## src/rtl/dpot_pkg.sv

```systemverilog
package dpot_pkg;

  localparam int FRAME_BITS = 16;
  localparam int CMD_BITS   = 4;
  localparam int DATA_BITS  = 10;

  typedef enum logic [CMD_BITS-1:0] {
    OP_NOP      = 4'd0,
    OP_WR_WIPER = 4'd1,
    OP_RD_WIPER = 4'd2,
    OP_STORE    = 4'd3,
    OP_RELOAD   = 4'd4,
    OP_RD_SLOT  = 4'd5,
    OP_RD_LAST  = 4'd6,
    OP_WR_CTRL  = 4'd7,
    OP_RD_CTRL  = 4'd8,
    OP_SLEEP    = 4'd9
  } dpot_op_e;

  // Control register bit positions (decoded by the command core).
  localparam int CB_PROG_EN = 0;
  localparam int CB_WR_EN   = 1;
  localparam int CB_CAL_OFF = 2;
  localparam int CB_PROG_OK = 3;

  function automatic logic [CMD_BITS-1:0] op_of(input logic [FRAME_BITS-1:0] w);
    return w[DATA_BITS +: CMD_BITS];
  endfunction

  function automatic logic [DATA_BITS-1:0] arg_of(input logic [FRAME_BITS-1:0] w);
    return w[DATA_BITS-1:0];
  endfunction

  function automatic logic [DATA_BITS-1:0] mid_code();
    return {1'b1, {(DATA_BITS-1){1'b0}}};
  endfunction

endpackage

```

## src/rtl/dpot_spi_front.sv

```systemverilog
module dpot_spi_front #(
  parameter int FRAME_W = 16,
  parameter int SYNC_N  = 2
) (
  input  logic               clk,
  input  logic               rst_n,
  input  logic               cs_n,
  input  logic               sclk,
  input  logic               mosi,
  input  logic [FRAME_W-1:0] resp,
  output logic               frame_ok,
  output logic [FRAME_W-1:0] frame_word,
  output logic               sdo_bit
);
  localparam int CNT_W = $clog2(FRAME_W + 2);

  logic [SYNC_N-1:0] cs_pipe, sclk_pipe, mosi_pipe;
  logic cs_s, sclk_s, mosi_s, cs_d, sclk_d;
  logic sclk_rise, sclk_fall, cs_fall, cs_rise;
  logic [CNT_W-1:0]   bit_cnt;
  logic [FRAME_W-1:0] rx_q, tx_q;

  always_ff @(posedge clk or negedge rst_n) begin
    if (!rst_n) begin
      cs_pipe   <= '1;
      sclk_pipe <= '0;
      mosi_pipe <= '0;
      cs_d      <= 1'b1;
      sclk_d    <= 1'b0;
    end else begin
      cs_pipe   <= {cs_pipe[SYNC_N-2:0], cs_n};
      sclk_pipe <= {sclk_pipe[SYNC_N-2:0], sclk};
      mosi_pipe <= {mosi_pipe[SYNC_N-2:0], mosi};
      cs_d      <= cs_s;
      sclk_d    <= sclk_s;
    end
  end

  assign cs_s      = cs_pipe[SYNC_N-1];
  assign sclk_s    = sclk_pipe[SYNC_N-1];
  assign mosi_s    = mosi_pipe[SYNC_N-1];
  assign sclk_rise = sclk_s & ~sclk_d & ~cs_s;
  assign sclk_fall = ~sclk_s & sclk_d & ~cs_s;
  assign cs_fall   = ~cs_s & cs_d;
  assign cs_rise   = cs_s & ~cs_d;

  always_ff @(posedge clk or negedge rst_n) begin
    if (!rst_n) begin
      bit_cnt <= '0;
      rx_q    <= '0;
    end else if (cs_fall) begin
      bit_cnt <= '0;
    end else if (sclk_rise) begin
      rx_q <= {rx_q[FRAME_W-2:0], mosi_s};
      if (bit_cnt != '1) bit_cnt <= bit_cnt + 1'b1;
    end
  end

  always_ff @(posedge clk or negedge rst_n) begin
    if (!rst_n)         tx_q <= '0;
    else if (cs_fall)   tx_q <= resp;
    else if (sclk_fall) tx_q <= {tx_q[FRAME_W-2:0], 1'b0};
  end

  assign frame_ok   = cs_rise & (bit_cnt == CNT_W'(FRAME_W));
  assign frame_word = rx_q;
  assign sdo_bit    = tx_q[FRAME_W-1];
endmodule

```

## src/rtl/dpot_otp_store.sv

```systemverilog
module dpot_otp_store #(
  parameter int SLOTS  = 50,
  parameter int DATA_W = 10
) (
  input  logic                       clk,
  input  logic                       rst_n,
  input  logic                       prog_req,
  input  logic [DATA_W-1:0]          prog_data,
  input  logic [DATA_W-1:0]          rd_index,
  output logic [DATA_W-1:0]          rd_data,
  output logic [DATA_W-1:0]          newest_data,
  output logic [$clog2(SLOTS)-1:0]   newest_index,
  output logic [$clog2(SLOTS+1)-1:0] fill_count,
  output logic                       is_full,
  output logic                       is_empty
);
  localparam int CNT_W = $clog2(SLOTS + 1);
  localparam int IDX_W = $clog2(SLOTS);

  logic [DATA_W-1:0] slot_q [SLOTS];
  logic [CNT_W-1:0]  cnt_q;
  logic              wr_go;

  assign is_full  = (cnt_q == CNT_W'(SLOTS));
  assign is_empty = (cnt_q == '0);
  assign wr_go    = prog_req & ~is_full;

  always_ff @(posedge clk or negedge rst_n) begin
    if (!rst_n)     cnt_q <= '0;
    else if (wr_go) cnt_q <= cnt_q + 1'b1;
  end

  for (genvar g = 0; g < SLOTS; g++) begin : g_slot
    logic [DATA_W-1:0] cell_q;
    always_ff @(posedge clk or negedge rst_n) begin
      if (!rst_n)                                 cell_q <= '0;
      else if (wr_go && cnt_q == CNT_W'(g))       cell_q <= prog_data;
    end
    assign slot_q[g] = cell_q;
  end

  always_comb begin
    rd_data     = '0;
    newest_data = '0;
    for (int i = 0; i < SLOTS; i++) begin
      if (rd_index == DATA_W'(i))   rd_data     = slot_q[i];
      if (cnt_q == CNT_W'(i + 1))   newest_data = slot_q[i];
    end
  end

  assign newest_index = is_empty ? '0 : IDX_W'(cnt_q - 1'b1);
  assign fill_count   = cnt_q;
endmodule

```

## src/rtl/dpot_cmd_core.sv

```systemverilog
module dpot_cmd_core
  import dpot_pkg::*;
#(
  parameter int FRAME_W = 16,
  parameter int DATA_W  = 10,
  parameter int IDX_W   = 6
) (
  input  logic               clk,
  input  logic               rst_n,
  input  logic               exec,
  input  logic [3:0]         op,
  input  logic [DATA_W-1:0]  arg,
  input  logic               otp_full,
  input  logic               otp_empty,
  input  logic [DATA_W-1:0]  otp_newest,
  input  logic [IDX_W-1:0]   otp_newest_idx,
  input  logic [DATA_W-1:0]  otp_rd_data,
  output logic               prog_req,
  output logic [DATA_W-1:0]  wiper,
  output logic [3:0]         ctrl,
  output logic               asleep,
  output logic [FRAME_W-1:0] resp
);
  logic [FRAME_W-1:0] resp_next;
  logic [DATA_W-1:0]  reload_val;

  assign reload_val = otp_empty ? {1'b1, {(DATA_W-1){1'b0}}} : otp_newest;
  assign prog_req   = exec && (op == OP_STORE) && ctrl[CB_PROG_EN] && !otp_full;

  always_comb begin
    unique case (op)
      OP_RD_WIPER: resp_next = FRAME_W'(wiper);
      OP_RD_SLOT:  resp_next = FRAME_W'(otp_rd_data);
      OP_RD_LAST:  resp_next = FRAME_W'(otp_newest_idx);
      OP_RD_CTRL:  resp_next = FRAME_W'(ctrl);
      default:     resp_next = '0;
    endcase
  end

  always_ff @(posedge clk or negedge rst_n) begin
    if (!rst_n) begin
      wiper  <= {1'b1, {(DATA_W-1){1'b0}}};
      ctrl   <= '0;
      asleep <= 1'b0;
      resp   <= '0;
    end else if (exec) begin
      resp <= resp_next;
      unique case (op)
        OP_WR_WIPER: if (ctrl[CB_WR_EN]) wiper <= arg;
        OP_STORE:    ctrl[CB_PROG_OK] <= ctrl[CB_PROG_EN] && !otp_full;
        OP_RELOAD: begin
          wiper  <= reload_val;
          asleep <= 1'b0;
        end
        OP_WR_CTRL:  ctrl[CB_CAL_OFF:CB_PROG_EN] <= arg[2:0];
        OP_SLEEP:    asleep <= arg[0];
        default: ;
      endcase
    end
  end
endmodule

```

## src/rtl/dpot_spi_ctrl.sv

```systemverilog
module dpot_spi_ctrl
  import dpot_pkg::*;
#(
  parameter int FRAME_W = dpot_pkg::FRAME_BITS,
  parameter int DATA_W  = dpot_pkg::DATA_BITS,
  parameter int SLOTS   = 50,
  parameter int SYNC_N  = 2
) (
  input  logic              clk,
  input  logic              rst_n,
  input  logic              spi_cs_n,
  input  logic              spi_sclk,
  input  logic              spi_mosi,
  output logic              spi_miso,
  output logic              spi_miso_en,
  output logic [DATA_W-1:0] wiper_code,
  output logic              shutdown,
  output logic              cal_en
);
  localparam int IDX_W = $clog2(SLOTS);
  localparam int CNT_W = $clog2(SLOTS + 1);

  // Named internal events, observed by the bound checker.
  logic               exec_evt;
  logic [FRAME_W-1:0] frame_word;
  logic [3:0]         op_evt;
  logic [DATA_W-1:0]  arg_evt;
  logic               prog_evt;
  logic [3:0]         ctrl_q;
  logic [CNT_W-1:0]   otp_count;

  logic [FRAME_W-1:0] resp_q;
  logic               sdo_bit;
  logic [DATA_W-1:0]  otp_rd_data, otp_newest;
  logic [IDX_W-1:0]   otp_newest_idx;
  logic               otp_full, otp_empty;

  assign op_evt  = op_of(frame_word);
  assign arg_evt = arg_of(frame_word);

  dpot_spi_front #(.FRAME_W(FRAME_W), .SYNC_N(SYNC_N)) u_front (
    .clk(clk), .rst_n(rst_n), .cs_n(spi_cs_n), .sclk(spi_sclk), .mosi(spi_mosi),
    .resp(resp_q), .frame_ok(exec_evt), .frame_word(frame_word), .sdo_bit(sdo_bit)
  );

  dpot_otp_store #(.SLOTS(SLOTS), .DATA_W(DATA_W)) u_otp (
    .clk(clk), .rst_n(rst_n), .prog_req(prog_evt), .prog_data(wiper_code),
    .rd_index(arg_evt), .rd_data(otp_rd_data), .newest_data(otp_newest),
    .newest_index(otp_newest_idx), .fill_count(otp_count),
    .is_full(otp_full), .is_empty(otp_empty)
  );

  dpot_cmd_core #(.FRAME_W(FRAME_W), .DATA_W(DATA_W), .IDX_W(IDX_W)) u_core (
    .clk(clk), .rst_n(rst_n), .exec(exec_evt), .op(op_evt), .arg(arg_evt),
    .otp_full(otp_full), .otp_empty(otp_empty), .otp_newest(otp_newest),
    .otp_newest_idx(otp_newest_idx), .otp_rd_data(otp_rd_data),
    .prog_req(prog_evt), .wiper(wiper_code), .ctrl(ctrl_q),
    .asleep(shutdown), .resp(resp_q)
  );

  assign spi_miso_en = ~spi_cs_n;
  assign spi_miso    = spi_cs_n ? 1'b0 : sdo_bit;
  assign cal_en      = ~ctrl_q[CB_CAL_OFF];
endmodule

```

## config.mk

```make
export PLATFORM = sky130hd
export DESIGN_NAME = dpot_spi_ctrl
export DESIGN_NICKNAME = d
export VERILOG_FILES = /design/src/rtl/dpot_pkg.sv /design/src/rtl/dpot_spi_front.sv /design/src/rtl/dpot_otp_store.sv /design/src/rtl/dpot_cmd_core.sv /design/src/rtl/dpot_spi_ctrl.sv
export SDC_FILE = /design/constraint.sdc
export NUM_CORES = 1
export LEC_CHECK = 0
export ABC_AREA = 1
export BUFFER_PORTS_ARGS = -buffer_cell sky130_fd_sc_hd__buf_4
export CELL_PAD_IN_SITES_DETAIL_PLACEMENT = 1
export CELL_PAD_IN_SITES_GLOBAL_PLACEMENT = 2
export CORE_UTILIZATION = 40
export DETAILED_ROUTE_END_ITERATION = 12
export HOLD_SLACK_MARGIN = 0.15
export PLACE_DENSITY_LB_ADDON = 0.1
export SLEW_MARGIN = 20
export SYNTH_ARGS = -nofsm -noshare
export SYNTH_HDL_FRONTEND = slang
export SYNTH_HIERARCHICAL = 1
export SYNTH_SLANG_ARGS = --single-unit
```

## constraint.sdc

```tcl
create_clock -name clk -period 10.4 [get_ports clk]
set_input_delay 1.56 -clock clk [delete_from_list [all_inputs] [get_ports clk]]
set_output_delay 1.56 -clock clk [all_outputs]
set_load 0.02 [all_outputs]
```

==> results.py <==
metrics = {
    "run_status": {
        "status": "finished clean",
    },
    "power_and_ir_drop": {
        "p_comb_share_pct": 3.0,
        "pwr-share-clk_pct": 51.0,
        "p_leak_nw": 15.7,
        "netSwitchingFraction_pct": 23.5,
        "intPower_mw": 3.76,
        "ir_drop_mv": 0.123,
        "seq_power_share_pct": 46.0,
        "p_sw_mw": 1.15,
        "powerDensity_nw_per_um2": 141,
    },
    "sta": {
        "period_needed_ps": 6820,
        "fmax_mhz": 147,
        "whs_ps": 349,
        "final.setup.tns_ps": 0,
        "setup_viol": 0,
        "tightest_slew_ps": 1090,
        "maxSlewHeadroom_pct": 27.1,
        "final-hold-violation-count": 0,
        "rsz0062_at_grt": "false",
        "setup_slack_ps": 3580,
        "finalCritPeriodShare_pct": 65.6,
        "slew_viol_final": 0,
        "fin_skew_ps": 20.5,
    },
    "worst_hold_path": {
        "worstHoldStart": "u_front/sclk_pipe[0]$_DFF_PN0_",
        "min_path_cells": 0,
        "hold_path.class": "flop to flop",
        "holdPathEnd": "u_front/sclk_pipe[1]$_DFF_PN0_",
    },
    "cts": {
        "cts_tree": "yes",
        "ctsResizeCount": 0,
        "cts_hold_buf": 0,
        "cts-buffers-inserted": 71,
        "root_buffer": "clkbuf_16",
        "clk_latency_ps": 620,
        "cts_buffer_depth": 3,
        "htreeDepth": 3,
        "cts_sinks": 574,
        "clk_pin_slew_ps": 60,
        "postCtsSetupBuffers": 0,
    },
    "global_route": {
        "grt_antenna_before_repair": 0,
        "grt.overflow.total": 0,
        "first_global_vias": 29800,
        "grt_max_degree": 153,
        "grtUsageTotal_pct": 29.4,
        "grt_pass1_wl_um": 181000,
    },
    "worst_setup_path": {
        "crit_path_top_delay_cell": "buf_4",
        "crit_type": "flop to flop",
        "critPathMaxStageDelay_ps": 430,
        "r2r_end": "u_core/resp[9]$_DFFE_PN0P_",
        "required_ps": 10900,
        "r2r_cells": 33,
        "cp_data_arrival_time_ps": 7320,
        "critPathCaptureType": "flop",
        "crit_top_cell": "nand4_1",
        "start_kind": "flop",
        "cp_max_fo": 23,
        "r2r_slack_ps": 3580,
        "reg2reg_from": "u_front/frame_word[9]$_DFFE_PN0P_",
    },
    "yosys": {
        "yosysWarnings": 6,
        "syn_inst": 4423,
        "syn_area_um2": 31500,
        "synth.avg_cell_area_um2": 7.12,
    },
    "flow_run": {
        "drv_cap": 0,
    },
    "finish": {
        "drive_gt1_share_pct": 8.67,
        "n_fill_cell": 9949,
        "nets": 4356,
        "diodes": 0,
        "final_cell_mix": "1670 x nand2_1, 583 x o21ai_0, 570 x dfrtp_1",
        "area_delta_synth_final_pct": 10.4,
        "seqCellArea_um2": 14400,
        "final_common_cell": "nand2_1",
        "multi_input_area_um2": 14700,
    },
    "die": {
        "dieArea_um2": 79800,
        "die_y_um": 282,
        "initial_core_util_pct": 40.6,
        "io_pins": 19,
        "coreArea_um2": 77600,
        "die_w_um": 282,
        "num_rows": 102,
    },
    "place": {
        "dpl.hpwl_um": 79900,
        "post-place-ws_ps": 3680,
        "port_buffers": 18,
        "gpl.final_weighted_congestion": 0.881,
    },
    "routing": {
        "vias_per_cell": 5.41,
        "ant_nets": 0,
        "drtIter0Drc": 2168,
        "routed-via-count": 29400,
        "routed_wl_um": 115000,
        "drc": 0,
        "dr.pass1.iters": 5,
        "wire_per_inst_um": 21.1,
    },
}
[critical path: cells and delay by family (launching register included)]
family / cells / cell delay [ps]
DFF: 1 / 400
and+or+nand+nor: 21 / 2960
AOI/OAI and AO/OA: 9 / 2370
buffers and inverters: 3 / 1000
[cell type report]
| class | count | share of cell area, % |
|---|---|---|
| multi-input cells | 3260 | 42.4 |
| clock buffers | 103 | 5.99 |
| clock inverters | 21 | 0.644 |
| inverters | 342 | 3.71 |
| well taps | 1040 | 3.74 |
| repair buffers | 94 | 2.16 |
| flip-flops and latches | 574 | 41.3 |
[power by group through the flow]
| stage | clock (mW) | combinational, mW | sequential, mW |
|---|---|---|---|
| after floorplan | 0 | 0.0687 | 2.29 |
| after global placement | 0 | 0.149 | 2.30 |
| after detailed placement | 0 | 0.151 | 2.30 |
| after CTS | 2.56 | 0.151 | 2.26 |
| after global routing | 2.64 | 0.168 | 2.26 |
| final | 2.50 | 0.150 | 2.26 |
[worst max path at each step]
stage,start,endpoint
2_1_floorplan,u_otp/fill_count[0]$_DFFE_PN0P_,u_core/wiper[4]$_DFFE_PN0P_
3_3_place_gp,u_front/frame_word[9]$_DFFE_PN0P_,u_core/resp[3]$_DFFE_PN0P_
3_5_place_dp,u_front/frame_word[9]$_DFFE_PN0P_,u_core/resp[3]$_DFFE_PN0P_
4_1_cts,u_front/frame_word[9]$_DFFE_PN0P_,u_core/resp[9]$_DFFE_PN0P_
5_1_grt,u_front/frame_word[8]$_DFFE_PN0P_,u_core/resp[3]$_DFFE_PN0P_
6_report,u_front/frame_word[9]$_DFFE_PN0P_,u_core/resp[9]$_DFFE_PN0P_
[metrics by stage]
step	instance area [um^2]	util, %	std cells	total power, mW
after detailed placement	32400	41.8	5309	2.45
after floorplan	31500	-	4428	2.36
after global routing	34800	44.8	5434	5.06
after global placement	32400	41.8	5309	2.44
final	34800	44.8	5434	4.91
after CTS	34700	44.8	5433	4.97
[routing by layer]
metal | vias to the layer above | wire length [um] | track usage [%]
met2 | 549 | 52700 | 47.0
met1 | 14600 | 54800 | 41.8
li1 | 14100 | - | -
met5 | - | 0 | 0
met3 | 157 | 4560 | 3.35
met4 | 0 | 2860 | 8.34
[sequential cells by signal, indices dropped and copies added (netlist names)]
name	count
u_front/cs_d	1
u_core/asleep	1
u_front/cs_pipe	2
u_core/resp	10
u_otp/g_slot.cell_q	500
u_front/sclk_pipe	2
u_core/ctrl	4
u_front/tx_q	16
u_front/sclk_d	1
u_otp/fill_count	6
u_front/frame_word	14
u_front/mosi_pipe	2
u_core/wiper	10
u_front/bit_cnt	5
No activity file was read; power rests on OpenSTA's default activity.
